## src/rtl/mapper_pkg.sv

```systemverilog
package mapper_pkg;
  localparam int CPU_AW  = 16;
  localparam int CPU_DW  = 16;
  localparam int OFS_W   = 12;
  localparam int IDX_W   = CPU_AW - OFS_W;
  localparam int NREGS   = 1 << IDX_W;
  localparam int BYTE_W  = 8;

  typedef logic [CPU_AW-1:0] cpu_addr_t;
  typedef logic [IDX_W-1:0]  reg_idx_t;

  typedef struct packed {
    logic     hit;
    logic     wr;
    logic     rd;
    reg_idx_t idx;
  } win_dec_t;
endpackage

```

## src/rtl/pm_regfile.sv

```systemverilog
module pm_regfile #(
  parameter int PAGE_W = 5,
  parameter int IDX_W  = 4,
  localparam int DEPTH = 1 << IDX_W
) (
  input  logic              clk,
  input  logic              rst,
  input  logic              we,
  input  logic [IDX_W-1:0]  widx,
  input  logic [PAGE_W-1:0] wpage,
  input  logic [IDX_W-1:0]  xl_idx,
  output logic [PAGE_W-1:0] xl_page,
  input  logic [IDX_W-1:0]  rb_idx,
  output logic [PAGE_W-1:0] rb_page
);
  logic [PAGE_W-1:0] pages [DEPTH];

  always_ff @(posedge clk) begin
    if (rst) begin
      for (int i = 0; i < DEPTH; i++) pages[i] <= '0;
    end else if (we) begin
      pages[widx] <= wpage;
    end
  end

  assign xl_page = pages[xl_idx];
  assign rb_page = pages[rb_idx];
endmodule

```

## src/rtl/pm_window.sv

```systemverilog
module pm_window
  import mapper_pkg::*;
#(
  parameter logic [IDX_W-1:0] WIN_SLICE = 4'h4
) (
  input  cpu_addr_t cpu_addr,
  input  logic      cpu_rd,
  input  logic      cpu_wr,
  input  logic      reg_access,
  output win_dec_t  dec
);
  logic in_slice;

  assign in_slice = (cpu_addr[CPU_AW-1 -: IDX_W] == WIN_SLICE);

  always_comb begin
    dec.hit = reg_access && in_slice;
    dec.wr  = dec.hit && cpu_wr;
    dec.rd  = dec.hit && cpu_rd;
    dec.idx = cpu_addr[IDX_W:1];
  end
endmodule

```

## src/rtl/pm_xlate.sv

```systemverilog
module pm_xlate
  import mapper_pkg::*;
#(
  parameter int PAGE_W = 5,
  localparam int PHYS_W = PAGE_W + OFS_W
) (
  input  logic              clk,
  input  logic              rst,
  input  logic              map_sel,
  input  cpu_addr_t         cpu_addr,
  input  logic [PAGE_W-1:0] page,
  output logic              mode_q,
  output logic [PHYS_W-1:0] mem_addr
);
  logic [PHYS_W-1:0] flat;

  always_ff @(posedge clk) begin
    if (rst) mode_q <= 1'b0;
    else     mode_q <= map_sel;
  end

  generate
    if (PHYS_W >= CPU_AW) begin : g_wide
      assign flat = {{(PHYS_W-CPU_AW){1'b0}}, cpu_addr};
    end else begin : g_narrow
      assign flat = cpu_addr[PHYS_W-1:0];
    end
  endgenerate

  assign mem_addr = mode_q ? {page, cpu_addr[OFS_W-1:0]} : flat;
endmodule

```

## src/rtl/page_mapper.sv

```systemverilog
module page_mapper
  import mapper_pkg::*;
#(
  parameter int PAGE_W = 5,
  localparam int PHYS_W = PAGE_W + OFS_W
) (
  input  logic              clk,
  input  logic              rst,
  input  logic [15:0]       cpu_addr,
  input  logic [15:0]       cpu_wdata,
  input  logic              cpu_rd,
  input  logic              cpu_wr,
  input  logic              map_sel,
  input  logic              reg_access,
  output logic [PHYS_W-1:0] mem_addr,
  output logic [15:0]       cpu_rdata,
  output logic              rom_disable
);
  win_dec_t          dec;
  logic [PAGE_W-1:0] xl_page;
  logic [PAGE_W-1:0] rb_page;
  logic [BYTE_W-1:0] rb_byte;
  logic              mode_q;

  pm_window u_win (
    .cpu_addr  (cpu_addr),
    .cpu_rd    (cpu_rd),
    .cpu_wr    (cpu_wr),
    .reg_access(reg_access),
    .dec       (dec)
  );

  pm_regfile #(.PAGE_W(PAGE_W), .IDX_W(IDX_W)) u_rf (
    .clk    (clk),
    .rst    (rst),
    .we     (dec.wr),
    .widx   (dec.idx),
    .wpage  (cpu_wdata[CPU_DW-BYTE_W +: PAGE_W]),
    .xl_idx (cpu_addr[CPU_AW-1 -: IDX_W]),
    .xl_page(xl_page),
    .rb_idx (dec.idx),
    .rb_page(rb_page)
  );

  pm_xlate #(.PAGE_W(PAGE_W)) u_xl (
    .clk     (clk),
    .rst     (rst),
    .map_sel (map_sel),
    .cpu_addr(cpu_addr),
    .page    (xl_page),
    .mode_q  (mode_q),
    .mem_addr(mem_addr)
  );

  always_comb begin
    rb_byte = '0;
    rb_byte[PAGE_W-1:0] = rb_page;
  end

  assign cpu_rdata   = dec.rd ? {rb_byte, rb_byte} : '0;
  assign rom_disable = dec.hit;
endmodule

```

## config.mk

```make
export PLATFORM = sky130hd
export DESIGN_NAME = page_mapper
export DESIGN_NICKNAME = d
export VERILOG_FILES = /design/src/rtl/mapper_pkg.sv /design/src/rtl/pm_regfile.sv /design/src/rtl/pm_window.sv /design/src/rtl/pm_xlate.sv /design/src/rtl/page_mapper.sv
export SDC_FILE = /design/constraint.sdc
export NUM_CORES = 1
export LEC_CHECK = 0
export BUFFER_PORTS_ARGS = -buffer_cell sky130_fd_sc_hd__buf_4
export CAP_MARGIN = 20
export CORE_MARGIN = 10
export CORE_UTILIZATION = 62
export DETAILED_ROUTE_END_ITERATION = 12
export PLACE_DENSITY = 0.95
export SLEW_MARGIN = 30
export SYNTH_ARGS = -nofsm -noshare
export SYNTH_HDL_FRONTEND = slang
export SYNTH_SLANG_ARGS = --single-unit
```

## constraint.sdc

```tcl
create_clock -name clk -period 4.7 [get_ports clk]
set_input_delay 0.235 -clock clk [delete_from_list [all_inputs] [get_ports clk]]
set_output_delay 0.235 -clock clk [all_outputs]
set_load 0.03 [all_outputs]
```

==> results.yml <==
detailed_routing:
  drt-total-wl_mm: 11.84
  drt_iter0_markers: 422
  drt_pre_antenna_iters: 5
  wl_per_cell_um: 26.14
  num_vias: 3124
  drc: 0
  route.antenna.remaining_nets: 0
  vias_per_cell: 6.896
place:
  dp_hpwl_mm: 8.022
  dpl.cell_count: 438
  gp_congestion: 0.8740
  io_buffers: 38
sta:
  maxSlewViolCount: 0
  period_share_pct: 48.38
  relSlewSlack_pct: 56.88
  rsz0062_at_grt: "no"
  hold_viol_final: 0
  finalSetupTns_ns: 0
  max_freq_ghz: 0.4398
  timing.final.crit_period_ns: 2.274
  worst_pin_slew_ns: 0.6419
  final-setup-viol-count: 0
pwr:
  internal-power_mw: 1.157
  p_seq_share_pct: 55.6
  total_power_mw: 1.535
  comb_power_share_pct: 13.5
  powerDensity_nw_per_um2: 302.4
  leakage_nw: 1.874
  p_sw_share_pct: 24.60
  switching_power_uw: 377.7
  p_clk_share_pct: 30.9
  vdd_drop_max_v: 0.0001364
clocking:
  clkSinkCount: 81
  post_cts_resized: 0
  cts_tree: "yes"
  tritoncts.num_buffers: 9
  cts-hold-fix-buffers: 0
  clk_pin_slew_ns: 0.08
  cts-htree-levels: 3
  cts_buffer_depth: 2
  post-cts-setup-buffers: 0
  cts-root-buf: "clkbuf_8"
die:
  die_y_um: 107.5
  io_pins: 72
  die_x_um: 107.5
  rows: 31
  core_area_sq_um: 7331
  floorplan.initialDensity_pct: 64.77
  die_area_sq_um: 11560
synth:
  synthMostInstantiatedCell: "and2_1"
  synth-seq-cells: 81
  yosysTopAreaCell: "edfxtp_1"
  synth_edf_count: 80
  synthTopCellsByArea: "edfxtp_1 51%, mux4_2 13%, and2_1 11%, mux4_1 5.5%, mux2i_1 4.2%"
  synth.yosys.seq_area_share_pct: 51.01
  syn_inst: 340
  yosysWarnings: 0
  synth_common_cells: "81 x and2_1, 80 x edfxtp_1, 27 x mux4_2, 25 x buf_4, 20 x mux2i_1"
  synth_async_sr_flop_share_pct: 0
  yosysUniqueCellTypes: 34
  netlist.area_leader.share_pct: 50.59
  synth_top_flop_cell: "edfxtp_1"
  syn_area_sq_um: 4748
  syn_area_per_cell_sq_um: 13.97
setup_path:
  required_ns: 4.47
  critPathCaptureType: "output pin"
  arrival_ns: 2.04
  crit_path_max_fanout: 2
  start_kind: "flip-flop"
  critPathKind: "reg -> out"
global_routing:
  grt_max_degree: 29
  first_global_vias: 3096
  grt_remaining_overflow: 0
  grt_pass1_wl_mm: 18.11
  grt_use_total_pct: 20.64
  antenna_found_initial: 0
final_layout:
  n_antenna_cell: 0
  final_cells: 453
  drive_gt1_share_pct: 27.12
  syn2layout_area_growth_pct: 6.904
  nFillCells: 456
  fin_nets: 388
  final_util_pct: 69.24
run_status:
  status: "finished clean"
min_path:
  hp-class: "in -> reg"
flow_run:
  cap_viol_max_count: 0
[area by class of cell]
type	count	area, sq um	area share (%)
multi-input cells	220	2069	40.77
clock inverters	5	47.55	0.9367
clock buffers	10	127.6	2.514
well taps	99	123.9	2.440
flip-flops and latches	81	2422	47.72
repair buffers	38	285.3	5.620
[power groups by stage]
stage	clock network [mW]	logic (mW)	registers, mW
floorplan	0	0.165	0.853
global placement	0	0.198	0.861
detailed placement	0	0.205	0.866
CTS	0.477	0.207	0.851
global route	0.507	0.218	0.855
finish	0.474	0.208	0.853
[sequential cells by signal, summed over array words and instances (netlist names)]
| register | cells |
|---|---|
| u_rf.pages | 80 |
| u_xl.mode_q | 1 |
[metrics by stage]
step,hold WS (ns),worst slack (ns),area [sq um]
3_3_place_gp,0.4702,2.513,4901
5_1_grt,0.1332,2.357,5076
2_1_floorplan,0.3066,2.346,4767
4_1_cts,0.1289,2.462,5076
3_5_place_dp,0.4702,2.452,4901
6_report,0.1462,2.426,5076
[logic make-up (layout without fill, tap and decap cells)]
kind of cell           count (synthesis)  count (layout)  share of synthesized area (%)
AO/OA/AOI/OAI                         17              17                          2.424
flip-flops                            81              81                          51.01
AND/OR/NAND/NOR                      138             138                          17.65
buffers and inverters                 44              53                          5.797
multiplexers                          59              59                          23.03
other                                  1               6                        0.07898
[cell usage in the layout, fill, tap and decap left out]
master,netlist,layout
edfxtp_1,80,80
a21oi_1,2,2
nand2_1,6,6
nor3_1,4,4
nand4_1,2,2
mux4_1,10,10
clkbuf_1,9,1
nor4b_4,1,1
conb_1,1,6
nor2_1,14,14
clkinv_2,0,2
and3b_1,1,1
o211a_1,1,1
nor3b_1,1,1
nand3_1,1,1
nor2b_1,1,1
o2bb2ai_1,1,1
mux2i_1,20,20
a21boi_0,1,1
mux4_2,27,27
nand2b_1,4,4
nand3b_1,4,4
clkinv_1,0,2
o21ai_0,1,1
a31oi_1,4,4
or2_2,16,16
a41oi_1,2,2
mux2_2,2,2
dfxtp_1,1,1
o22ai_1,5,5
bufinv_16,0,1
clkbuf_8,0,9
nand4b_1,2,2
buf_4,25,38
and2_1,81,81
[path summary, 6_finish.rpt]
kind | from | end | slack, ns | cells past startpoint
max | u_rf.pages[4][1] | mem_addr[13] | 2.43 | 5
min | map_sel | u_xl.mode_q | 0.15 | 2
[critical path: stages, from the launching register on]
cell	delay [ns]
edfxtp_1	0.44
mux4_1	0.54
nand2b_1	0.18
a41oi_1	0.23
a31oi_1	0.09
buf_4	0.21
[metal layers]
layer / global-route usage, % / wire, um / up-vias
li1: - / - / 1274
met1: 24.76 / 3988 / 1522
met2: 35.21 / 6020 / 272
met3: 4.371 / 1388 / 56
met4: 8.683 / 445 / 0
met5: 0 / 0 / -
No activity file was read; power rests on OpenSTA's default activity.
